`src/rtl/mc_pkg.sv`:
```
`timescale 1ns/1ps
// Package mc_pkg
// Shared types for the macrocell: storage kind codes and the bundle of
// product-term control signals used in asynchronous mode.
package mc_pkg;

    typedef enum logic [2:0] {
        ST_D     = 3'd0,
        ST_T     = 3'd1,
        ST_JK    = 3'd2,
        ST_SR    = 3'd3,
        ST_LATCH = 3'd4
    } store_kind_e;

    typedef struct packed {
        logic clk;
        logic rst;
        logic set;
    } pt_ctl_t;

endpackage

```
`src/rtl/mc_term_sum.sv`:
```
`timescale 1ns/1ps
// Module mc_term_sum
// Folds the product-term banks into the two logic inputs of the cell.
// The main input is the OR of pt_sum XOR xor_term. The second input (K or R)
// is the OR of pt_aux. This module is purely combinational.
module mc_term_sum #(
    parameter int NUM_PT = 20
) (
    input  logic [NUM_PT-1:0] pt_sum,
    input  logic [NUM_PT-1:0] pt_aux,
    input  logic              xor_term,
    output logic              data_a,
    output logic              data_b
);

    logic [NUM_PT:0] sum_chain;
    logic [NUM_PT:0] aux_chain;

    assign sum_chain[0] = 1'b0;
    assign aux_chain[0] = 1'b0;

    // OR chains over the product terms, one stage per term
    for (genvar g = 0; g < NUM_PT; g++) begin : g_or
        assign sum_chain[g+1] = sum_chain[g] | pt_sum[g];
        assign aux_chain[g+1] = aux_chain[g] | pt_aux[g];
    end

    // Apply the XOR term to the main sum
    always_comb begin
        data_a = sum_chain[NUM_PT] ^ xor_term;
        data_b = aux_chain[NUM_PT];
    end

endmodule

```
`src/rtl/mc_clock_sel.sv`:
```
`timescale 1ns/1ps
// Module mc_clock_sel
// Picks the clock source for the cell and turns transitions into one-cycle
// events in the system clock domain.
// Assumes: every line is synchronous to clk; configuration is static, or
// changes only while the selected line is idle.
module mc_clock_sel #(
    parameter int NUM_GCLK = 4,
    localparam int SEL_W   = (NUM_GCLK > 1) ? $clog2(NUM_GCLK) : 1
) (
    input  logic                clk,
    input  logic                rst_n,
    input  logic [NUM_GCLK-1:0] gclk,
    input  logic [SEL_W-1:0]    clk_sel,
    input  logic                clk_fall,
    input  logic                async_mode,
    input  logic                pt_clk,
    output logic                fire,
    output logic                gate_open
);

    logic sel_level;
    logic eff_level;
    logic prev_eff;

    // Choose the source and fold in the edge choice (async uses pt_clk rising)
    always_comb begin
        sel_level = gclk[clk_sel];
        if (async_mode) begin
            eff_level = pt_clk;
        end else begin
            eff_level = sel_level ^ clk_fall;
        end
    end

    // Keep the previous level. It tracks through reset, so no false edge appears afterwards.
    always_ff @(posedge clk) begin
        prev_eff <= eff_level;
    end

    // An event is a low-to-high change of the effective level; events are masked during reset
    always_comb begin
        fire      = rst_n && eff_level && !prev_eff;
        gate_open = eff_level;
    end

    AST_SYNC_EDGE_ONLY: assert property (@(posedge clk) disable iff (!rst_n)
        (!async_mode && !clk_fall && fire && $stable(clk_sel) && $stable(async_mode))
        |-> (gclk[clk_sel] && !$past(gclk[clk_sel])))
        else $error("event without rising global clock");

    AST_ASYNC_EDGE_ONLY: assert property (@(posedge clk) disable iff (!rst_n)
        (async_mode && fire && $stable(async_mode)) |-> (pt_clk && !$past(pt_clk)))
        else $error("event without rising product-term clock");

endmodule

```
`src/rtl/mc_store.sv`:
```
`timescale 1ns/1ps
// Module mc_store
// The cell's single storage bit, reconfigured as D, T, J-K, S-R or latch.
// Priority: reset, preload, product-term reset, product-term preset, then
// the kind-specific update. The product-term controls act only in async mode.
// Assumes: fire is a one-cycle event and gate_open is a level.
module mc_store
    import mc_pkg::*;
(
    input  logic        clk,
    input  logic        rst_n,
    input  store_kind_e kind,
    input  logic        async_mode,
    input  logic        fire,
    input  logic        gate_open,
    input  logic        data_a,
    input  logic        data_b,
    input  pt_ctl_t     pt_ctl,
    input  logic        preload_en,
    input  logic        preload_val,
    output logic        state_q
);

    logic next_state;
    logic force_clr;
    logic force_set;

    // Decode the asynchronous-mode overrides
    always_comb begin
        force_clr = async_mode && pt_ctl.rst;
        force_set = async_mode && pt_ctl.set && !pt_ctl.rst;
    end

    // Kind-specific next state; anything that does not update holds
    always_comb begin
        next_state = state_q;
        case (kind)
            ST_D: begin
                if (fire) next_state = data_a;
            end
            ST_T: begin
                if (fire && data_a) next_state = ~state_q;
            end
            ST_JK: begin
                if (fire) begin
                    case ({data_a, data_b})
                        2'b10:   next_state = 1'b1;
                        2'b01:   next_state = 1'b0;
                        2'b11:   next_state = ~state_q;
                        default: next_state = state_q;
                    endcase
                end
            end
            ST_SR: begin
                if (fire) begin
                    case ({data_a, data_b})
                        2'b10:   next_state = 1'b1;
                        2'b01:   next_state = 1'b0;
                        default: next_state = state_q;
                    endcase
                end
            end
            ST_LATCH: begin
                if (gate_open) next_state = data_a;
            end
            default: next_state = state_q;
        endcase
    end

    // The storage bit with its fixed priority order
    always_ff @(posedge clk) begin
        if (!rst_n) begin
            state_q <= 1'b0;
        end else if (preload_en) begin
            state_q <= preload_val;
        end else if (force_clr) begin
            state_q <= 1'b0;
        end else if (force_set) begin
            state_q <= 1'b1;
        end else begin
            state_q <= next_state;
        end
    end

    AST_RESET_CLEARS: assert property (@(posedge clk)
        !rst_n |=> !state_q)
        else $error("reset did not clear");

    AST_PRELOAD_WINS: assert property (@(posedge clk) disable iff (!rst_n)
        preload_en |=> (state_q == $past(preload_val)))
        else $error("preload not taken");

    AST_PT_RESET_WINS: assert property (@(posedge clk) disable iff (!rst_n)
        (async_mode && pt_ctl.rst && !preload_en) |=> !state_q)
        else $error("product-term reset not taken");

    AST_TOGGLE_FLIPS: assert property (@(posedge clk) disable iff (!rst_n)
        (kind == ST_T && fire && data_a && !preload_en
         && !(async_mode && (pt_ctl.rst || pt_ctl.set)))
        |=> (state_q != $past(state_q)))
        else $error("toggle did not flip");

endmodule

```
`src/rtl/macrocell_core.sv`:
```
`timescale 1ns/1ps
// Module macrocell_core
// A programmable-logic output cell: logic folding, clock selection, one
// reconfigurable storage bit, and the polarity stage for the pin.
// Assumes: configuration inputs are static in normal use; every input is
// synchronous to clk.
module macrocell_core
    import mc_pkg::*;
#(
    parameter int NUM_PT   = 20,
    parameter int NUM_GCLK = 4,
    localparam int SEL_W   = (NUM_GCLK > 1) ? $clog2(NUM_GCLK) : 1
) (
    input  logic                clk,
    input  logic                rst_n,
    input  logic [NUM_PT-1:0]   pt_sum,
    input  logic [NUM_PT-1:0]   pt_aux,
    input  logic                xor_term,
    input  logic [NUM_GCLK-1:0] gclk,
    input  logic                pt_clk,
    input  logic                pt_rst,
    input  logic                pt_set,
    input  logic                cfg_registered,
    input  logic                cfg_invert,
    input  logic [2:0]          cfg_kind,
    input  logic                cfg_async,
    input  logic [SEL_W-1:0]    cfg_clk_sel,
    input  logic                cfg_clk_fall,
    input  logic                preload_en,
    input  logic                preload_val,
    output logic                q_obs,
    output logic                pin_out
);

    logic        data_a;
    logic        data_b;
    logic        fire;
    logic        gate_open;
    logic        state_q;
    pt_ctl_t     pt_ctl;
    store_kind_e kind;

    // Bundle the product-term controls and decode the kind code
    always_comb begin
        pt_ctl.clk = pt_clk;
        pt_ctl.rst = pt_rst;
        pt_ctl.set = pt_set;
        kind       = store_kind_e'(cfg_kind);
    end

    mc_term_sum #(
        .NUM_PT   (NUM_PT)
    ) u_sum (
        .pt_sum   (pt_sum),
        .pt_aux   (pt_aux),
        .xor_term (xor_term),
        .data_a   (data_a),
        .data_b   (data_b)
    );

    mc_clock_sel #(
        .NUM_GCLK   (NUM_GCLK)
    ) u_clk (
        .clk        (clk),
        .rst_n      (rst_n),
        .gclk       (gclk),
        .clk_sel    (cfg_clk_sel),
        .clk_fall   (cfg_clk_fall),
        .async_mode (cfg_async),
        .pt_clk     (pt_ctl.clk),
        .fire       (fire),
        .gate_open  (gate_open)
    );

    mc_store u_store (
        .clk         (clk),
        .rst_n       (rst_n),
        .kind        (kind),
        .async_mode  (cfg_async),
        .fire        (fire),
        .gate_open   (gate_open),
        .data_a      (data_a),
        .data_b      (data_b),
        .pt_ctl      (pt_ctl),
        .preload_en  (preload_en),
        .preload_val (preload_val),
        .state_q     (state_q)
    );

    // Output selection and polarity
    always_comb begin
        q_obs   = state_q;
        pin_out = (cfg_registered ? state_q : data_a) ^ cfg_invert;
    end

endmodule

```
`config.mk`:
```
export PLATFORM = sky130hd
export DESIGN_NAME = macrocell_core
export DESIGN_NICKNAME = d
export VERILOG_FILES = /design/src/rtl/mc_pkg.sv /design/src/rtl/mc_term_sum.sv /design/src/rtl/mc_clock_sel.sv /design/src/rtl/mc_store.sv /design/src/rtl/macrocell_core.sv
export SDC_FILE = /design/constraint.sdc
export NUM_CORES = 1
export LEC_CHECK = 0
export BUFFER_PORTS_ARGS = -buffer_cell sky130_fd_sc_hd__buf_2
export CORE_MARGIN = 10
export CORE_UTILIZATION = 29
export CTS_CLUSTER_DIAMETER = 40
export DETAILED_ROUTE_END_ITERATION = 10
export PLACE_DENSITY = 0.77
export SYNTH_ARGS = -nofsm -noshare
export SYNTH_HDL_FRONTEND = slang
export SYNTH_SLANG_ARGS = --single-unit
```
`constraint.sdc`:
```
create_clock -name clk -period 2.5 [get_ports clk]
set_input_delay 0 -clock clk [delete_from_list [all_inputs] [get_ports clk]]
set_output_delay 0 -clock clk [all_outputs]
set_load 0.05 [all_outputs]
```
# == After elaboration in Yosys (flattened, before gate mapping) ==
# Cells that the tools add are included.
# classes
n_mux,15
reduce_logical,11
n_eq_ne,14
n_bitwise,42
magnitude_cmp,1
# op_table
cell,n
$or A1 B1 Y1,38
$ne A5 B2 Y1 const B,4
$mux W1,11
$reduce_and A8 Y1,1
$reduce_bool A8 Y1,1
$ne A7 B2 Y1 const B,1
$eq A3 B2 Y1 const B,2
$logic_and A1 B1 Y1,6
$ne A6 B2 Y1 const B,1
$ne A5 B3 Y1 const B,1
$pmux W1 S5,1
$eq A2 B2 Y1 const B,2
$eq A3 B1 Y1 const B,1
$eq A3 B3 Y1 const B,1
$logic_not A3 Y1,1
$lt A2 B3 Y1 const B,1
$pmux W1 S3,1
$xor A1 B1 Y1,3
$bmux W1 S2,1
$eq A2 B1 Y1 const B,1
$logic_not A1 Y1,2
$pmux W1 S2,1
$not A1 Y1,1
# totals
inputBits,61
ff_bits,2
out_inout_bits,2
elab_cells,85

# == Depth between registers and ports, before layout ==
# Gate-level depths: netlist of run 1.
# logic_depth
ltp_word,27
mapped_depth,13
depth_no_buf,13

# == By module ==
# A second synthesis of run 1 with hierarchy kept.
# hier_totals
hier_cells,55
area_unflattened_um2,441.7
# modules_own_cells
module,area_per_inst_um2,cells_per_inst,instances,seq_area_each_um2
mc_store,190.2,25,1,20.0
mc_clock_sel,123.9,13,1,20.0
mc_term_sum,108.9,15,1,0.0
macrocell_core,18.8,2,1,0.0

# == Worst setup path before layout of run 1 ==
# No wires, ideal clock.
# synth_path
path_kind,input to register
startpoint,input pt_sum[15]
endpoint,register u_store.state_q
setup_ps,122
path_buffers,0
required_ps,2378
slack_ps,403
arrival_ps,1976
stages,12
path_cell_list,nor4_1 and3_1 nand3_1 xor2_1 inv_1 ha_1 nor3b_1 nand2_1 o2111a_1 a31oi_1 o21bai_1 o311a_1
# synth_via
elab_chain_cells,13
elab_cells_between_ends,24
cone_classes,6 x eq/ne; 10 x mux; 6 x bitwise; 2 x reduce/logical
# synth_rtl
element,line_no,rtl
from (decl),macrocell_core.sv:16,"input logic [NUM_PT-1:0] pt_sum,"
$or A1 B1 Y1 * (5 in series),mc_term_sum.sv:24,assign sum_chain[g+1] = sum_chain[g] | pt_sum[g];
$xor A1 B1 Y1 *,mc_term_sum.sv:30,data_a = sum_chain[NUM_PT] ^ xor_term;
$eq A2 B2 Y1 (tied with other cells),mc_store.sv:46,"case ({data_a, data_b})"
$pmux W1 S3 / $pmux W1 S2 (equally long branches),"mc_store.sv:46, mc_store.sv:56",
$mux W1 (on tied branches),"mc_store.sv:45, mc_store.sv:55",
$pmux W1 S5,mc_store.sv:37,case (kind)
$mux W1,mc_store.sv:78,end else if (force_set) begin
$mux W1,mc_store.sv:76,end else if (force_clr) begin
$mux W1,mc_store.sv:74,end else if (preload_en) begin
to (signal assigned),mc_store.sv:75,state_q <= preload_val;
to (signal assigned),mc_store.sv:81,state_q <= next_state;
to (decl),mc_store.sv:21,output logic state_q
# Every way passes the cells marked *; elsewhere a longest branch is shown, timed or not. The select of a mux whose other input is x is not followed.
# A chain may end at the register's enable or synchronous reset.

# == Worst setup path after layout of run 1 ==
# layout_path
startpoint,input pt_sum[11]
endpoint,register u_store.state_q
# layout_via
elab_chain_cells,17
elab_cells_between_ends,28
cone_classes,6 x eq/ne; 10 x mux; 10 x bitwise; 2 x reduce/logical
# layout_rtl
element,line_no
$or A1 B1 Y1 * (9 in series),mc_term_sum.sv:24
$xor A1 B1 Y1 *,mc_term_sum.sv:30
$eq A2 B2 Y1 (tied with other cells),mc_store.sv:46
$pmux W1 S3 / $pmux W1 S2 (equally long branches),"mc_store.sv:46, mc_store.sv:56"
$mux W1 (on tied branches),"mc_store.sv:45, mc_store.sv:55"
$pmux W1 S5,mc_store.sv:37
$mux W1,mc_store.sv:78
$mux W1,mc_store.sv:76
$mux W1,mc_store.sv:74
# Marks and branches as above.

==> impl_metrics.ini, run 1 <==
[worst_setup_path]
crit_fanout = 4
required_ns = 2.60
cp_cell_sequence = buf_2 > nor4_1 > and3_1 > nand3_1 > xor2_1 > inv_1 > ha_1 > nor3b_2 > nand2_1 > o2111a_1 > a31oi_1 > o21bai_1 > o311a_1
endpoint_kind = register
slowest_stage = xor2_1
slowest_delay_ns = 0.29
rrSetupSlack_ns = 1.27
crit_path_start_kind = input pin
crit_arrival_ns = 2.20
path_class = in -> reg

[logic_synthesis]
synth_nets = 121
synthDistinctLibCells = 30
synth.avg_cell_area_sq_um = 7.86
netlist_area_sq_um = 448
synthMostInstantiatedCell = nor4_1
synth.area.top_cells = nor4_1, dfxtp_1, ha_1
synth_top_cell_area_share_pct = 14.0
synth.yosys.seq_area_share_pct = 8.94
netlist.top_cell.by_area = nor4_1
yosys_warnings = 0
ys_ff_latch = 2
synthArstFlopShare_pct = 0
postSynthCellCount = 57
synth-edff-count = 0
yosys-top-cells-count = nor4_1, o21ai_0
synth-main-ff-cell = dfxtp_1

[die]
die_w_um = 59.3
io_pins = 63
rows = 14
initial_utilization_pct = 30.1
fp.dieArea_sq_mm = 0.00352
coreArea_sq_mm = 0.00149
die_height_um = 59.3

[global_route]
grt-ovfl-total = 0
grt_max_degree = 9
grt_pass1_wl_um = 3170
grt_usage_pct = 11.0
antenna_found_initial = 0
grt_pass1_vias = 778

[detailed_routing]
wirelength_um = 2100
via_per_inst = 5.18
ant_nets = 0
dr.pass1.iters = 4
wl_per_cell_um = 15.1
vias = 720
initialDrtViolationCount = 7
drc = 0

[sta]
fin_hold_ws_ns = 0.0283
timing.fmax_mhz = 476
period_share_pct = 84.0
drv_slew = 0
maxSlewHeadroom_pct = 78.7
rsz0062_at_grt = false
skew_ns = 0.00187
hold_violations = 0
finalSetupTns_ns = 0
worstMarginPinSlew_ns = 0.319
setup_violations = 0
period_needed_ns = 2.10

[finish]
fill_cells = 150
layout.nets = 189
area.growth.synth_to_final_pct = 81.6
num_antenna_cells = 0
layout-drive-gt1-share_pct = 57.7
seq_area_sq_um = 40.0
multi_input_comb_area_sq_um = 405

[clock_network]
clockRootBuffer = clkbuf_4
cts_hold_buf = 0
cts_setup_buffers = 0
clk_pin_slew_ns = 0.03
htreeDepth = 1
cts_tree = done
max-clock-path-buffers = 2
numClockSinks = 2
cts_buffers = 3
clk_latency_ns = 0.22

[worst_hold_path]
hold_class = in -> reg

[placed_design]
hpwl_um = 1910
portBuffers = 62
globalplace.congestion = 0.788

[job]
maxCapViolCount = 0

[run_status]
status = complete, no violations

[power]
power_density_mw_per_mm2 = 287
peakVddDrop_mv = 0.138
p_switching_w = 0.0000799
p_leak_nw = 0.416
p_sw_share_pct = 34.3
p_clk_share_pct = 29.4
pwr-share-comb_pct = 53.7
p_seq_share_pct = 16.9
intPower_w = 0.000153
-- layer usage --
metal  track usage [%]  wire length (um)
met1              10.3               762
met2              20.7              1130
met3              5.79               207
met4              1.97                 0
met5                 0                 0
-- cells by family (layout without fill, tap and decap cells) --
kind of cell | count (synthesis) | after routing | synth area share [%]
xor gates and xnor gates | 3 | 3 | 5.87
muxes | 3 | 3 | 10.6
AOI/OAI and AO/OA | 17 | 17 | 29.6
buffers and inverters | 2 | 68 | 1.68
and+or+nand+nor | 27 | 27 | 34.9
adders and majority gates | 3 | 3 | 8.38
DFF | 2 | 2 | 8.94
-- flip-flops by register name, summed over array words and instances, names as in the netlist --
signal / flops
u_clk.prev_eff: 1
u_store.state_q: 1
-- stage by stage --
stage / instance area (sq um) / power (W) / std cells / util [%] / setup WS, ns
after floorplan: 448 / 0.0000998 / 57 / - / 0.403
after global placement: 786 / 0.000161 / 136 / 52.8 / 0.208
after detailed placement: 786 / 0.000164 / 136 / 52.8 / 0.0829
after CTS: 808 / 0.000235 / 139 / 54.3 / 0.295
after global routing: 813 / 0.000255 / 139 / 54.6 / 0.101
final: 813 / 0.000233 / 139 / 54.6 / 0.400
-- cell usage in the layout, fill, tap and decap left out --
cell	n
o2111a_1	1
mux2i_1	1
o21a_1	1
xor2_1	2
o21ai_0	4
and3_1	1
buf_4	1
nor2b_2	1
nand2b_1	2
inv_1	2
o21ai_1	1
o311a_1	1
nor2_1	3
a31oi_1	2
ha_1	3
a22oi_1	1
or2_1	1
dfxtp_1	2
nor3b_2	1
a21oi_1	3
buf_2	62
o21bai_1	1
a2111oi_4	1
o311ai_1	1
nor4_1	10
clkbuf_4	3
nand3b_1	1
nand2_1	3
nand3_1	2
mux2_4	1
mux4_2	1
nor2b_1	2
xnor2_1	1
-- power by group through the flow --
stage | clock [W] | combinational [W] | sequential [W]
final | 0.0000686 | 0.000125 | 0.0000393
after floorplan | 0 | 0.0000543 | 0.0000455
after global routing | 0.0000796 | 0.000136 | 0.0000398
after detailed placement | 0 | 0.000124 | 0.0000399
after CTS | 0.0000714 | 0.000124 | 0.0000396
after global placement | 0 | 0.000121 | 0.0000396
-- area by class of cell --
class,count,area share (%)
Multi-Input combinational cell,53,49.8
Timing Repair Buffer,63,39.1
Sequential cell,2,4.92
Clock buffer,3,2.77
Tap cell,16,2.46
Inverter,2,0.923
-- timing repair --
item,CTS,global route
endpoints found under the setup margin,0,1
endpoints found under the hold margin,0,0
resized for setup,0,1
-- worst paths after layout --
path              cells after the start            start         endpoint
hold reg to reg                       2  u_store.state_q  u_store.state_q
setup reg to reg                      4   u_clk.prev_eff  u_store.state_q
hold / removal                        2            rst_n  u_store.state_q
setup / recovery                     13       pt_sum[11]  u_store.state_q
-- worst max-delay path, delay by kind of cell --
family                     cells  cell delay, ns
adders and majority gates      1            0.22
xor gates and xnor gates       1            0.29
and+or+nand+nor                5            0.83
buffers and inverters          2            0.21
AOI/OAI and AO/OA              4            0.66
Power figures use the tool's default switching activity.
==> inputs of run 2 (changes only) <==
--- a/config.mk
+++ b/config.mk
@@ -7,10 +7,10 @@
 export LEC_CHECK = 0
 export BUFFER_PORTS_ARGS = -buffer_cell sky130_fd_sc_hd__buf_2
 export CORE_MARGIN = 10
-export CORE_UTILIZATION = 29
+export CORE_UTILIZATION = 26
 export CTS_CLUSTER_DIAMETER = 40
 export DETAILED_ROUTE_END_ITERATION = 10
-export PLACE_DENSITY = 0.77
+export PLACE_DENSITY = 0.73
 export SYNTH_ARGS = -nofsm -noshare
 export SYNTH_HDL_FRONTEND = slang
 export SYNTH_SLANG_ARGS = --single-unit
==> constraint.sdc (replaced) <==
create_clock -name clk -period 1.8 [get_ports clk]
set_input_delay 0 -clock clk [delete_from_list [all_inputs] [get_ports clk]]
set_output_delay 0 -clock clk [all_outputs]
set_load 0.05 [all_outputs]
==> impl_metrics.ini, run 2 (synthesized netlist as in run 1, its figures left out) <==
[run_status]
status = finished with violations
violations = setup timing

[global_route]
grt-ovfl-total = 0
grt_max_degree = 9
grt_usage_pct = 13.2
antenna_found_initial = 0
grt_pass1_vias = 888
grt_pass1_wl_um = 3820

[finish]
mostFrequentLayoutCell = buf_2
final_cell_mix = buf_2, buf_4, nor4_1, buf_6
num_antenna_cells = 0
area.growth.synth_to_final_pct = 128
fill_cells = 127
reg.largest.list = u_clk.prev_eff: 1 flops, u_store.state_q: 1 flops
layout-drive-gt1-share_pct = 69.4
layout.nets = 200

[sta]
fin_hold_ws_ns = 0.0212
drv_slew = 0
maxSlewHeadroom_pct = 78.2
period_needed_ns = 2.09
hold_violations = 0
timing.fmax_mhz = 479
rsz0062_at_grt = true
period_share_pct = 116
skew_ns = 0.00160
setup_ws_ns = -0.288
setup_violations = 1
finalSetupTns_ns = -0.288
worstMarginPinSlew_ns = 0.325

[die]
die_w_um = 61.5
initial_utilization_pct = 28.7
io_pins = 63
die_height_um = 61.5
coreArea_sq_mm = 0.00156
rows = 14
fp.dieArea_sq_mm = 0.00378

[worst_setup_path]
cp_cell_sequence = buf_6 > nor4_4 > and3_1 > nand3_2 > xor2_4 > inv_2 > ha_4 > nor3b_4 > a21oi_1 > a31oi_1 > o21ai_1 > a31oi_1 > o21bai_1 > o311a_1
path_class = in -> reg
slowest_stage = nor4_4
required_ns = 1.91
cpMostUsedCell = a31oi_1
endpoint_kind = register
crit_arrival_ns = 2.20
slowest_delay_ns = 0.26
crit_path_start_kind = input pin
reg2reg_from = u_clk.prev_eff
crit_fanout = 4
cp-startpoint = pt_sum[18]

[placed_design]
hpwl_um = 1920
portBuffers = 62
dp_slack_ns = -0.419
globalplace.congestion = 0.774

[clock_network]
numClockSinks = 2
cts_hold_buf = 0
cts_buffers = 3
max-clock-path-buffers = 2
clk_pin_slew_ns = 0.03
clockRootBuffer = clkbuf_4
htreeDepth = 1
clk_latency_ns = 0.23
cts_tree = done

[detailed_routing]
drc = 0
dr.pass1.iters = 4
wl_per_cell_um = 16.8
via_per_inst = 5.42
ant_nets = 0
wirelength_um = 2520
initialDrtViolationCount = 25
vias = 813

[power]
peakVddDrop_mv = 0.274
power_density_mw_per_mm2 = 367
p_leak_nw = 0.491
power_w = 0.000375

[worst_hold_path]
hold_class = in -> reg
hp-start = rst_n

[job]
maxCapViolCount = 0
-- run 2: cell types whose count changed in the layout (fill, tap and decap cells not counted), moves of 2 or more --
cell	delta
nor4_1	-4
o21ai_1	+2
nor4_2	+3
buf_4	+11
buf_2	-5
o21ai_0	-2
ha_1	-2
buf_6	+5
ha_4	+2
-- run 2: timing repair --
action	4_1_cts	5_1_grt
setup endpoints to repair	1	1
pin swaps	11	3
buffers inserted	8	2
resized for setup	17	2
-- run 2: cell type report --
type	instances	area (sq um)	share of cell area [%]
Multi-Input combinational cell	53	499	48.9
Sequential cell	2	40.0	3.92
Inverter	2	7.51	0.735
Timing Repair Buffer	74	432	42.3
Clock buffer	3	22.5	2.21
Tap cell	16	20.0	1.96
-- run 2: worst paths after layout --
path	endpoint	slack, ns	cells after the start
max	u_store.state_q	-0.29	14
min	u_store.state_q	0.02	2
max reg2reg	u_store.state_q	0.52	4
min reg2reg	u_store.state_q	0.66	2
-- run 2: power by group --
part | total [W] | internal, W | leakage (nW) | switching (W)
Sequential | 0.0000543 | 0.0000504 | 0.0168 | 0.00000392
Combinational | 0.000219 | 0.000117 | 0.461 | 0.000101
Clock | 0.000101 | 0.0000737 | 0.0138 | 0.0000276
Total | 0.000375 | 0.000242 | 0.491 | 0.000133
-- run 2: per-stage QoR --
step	area [sq um]	util [%]	std cells
final	1020	65.5	150
after global routing	1020	65.5	150
after CTS	991	63.6	148
after detailed placement	813	52.2	137
after global placement	813	52.2	137
after floorplan	468	-	57
-- run 2: per-layer routing --
| layer | part of all wire [%] | track usage [%] |
|---|---|---|
| met1 | 33 | 12.1 |
| met2 | 56 | 25.5 |
| met3 | 9.6 | 6.38 |
| met4 | 1.4 | 3.50 |
| met5 | 0 | 0 |
-- run 2: worst max-delay path, delay by kind of cell --
kind / cells / cell delay [ns]
AO/OA/AOI/OAI: 6 / 0.80
adder cells (fa/ha/maj): 1 / 0.16
buffers and inverters: 2 / 0.17
AND/OR/NAND/NOR: 4 / 0.83
XOR/XNOR: 1 / 0.24
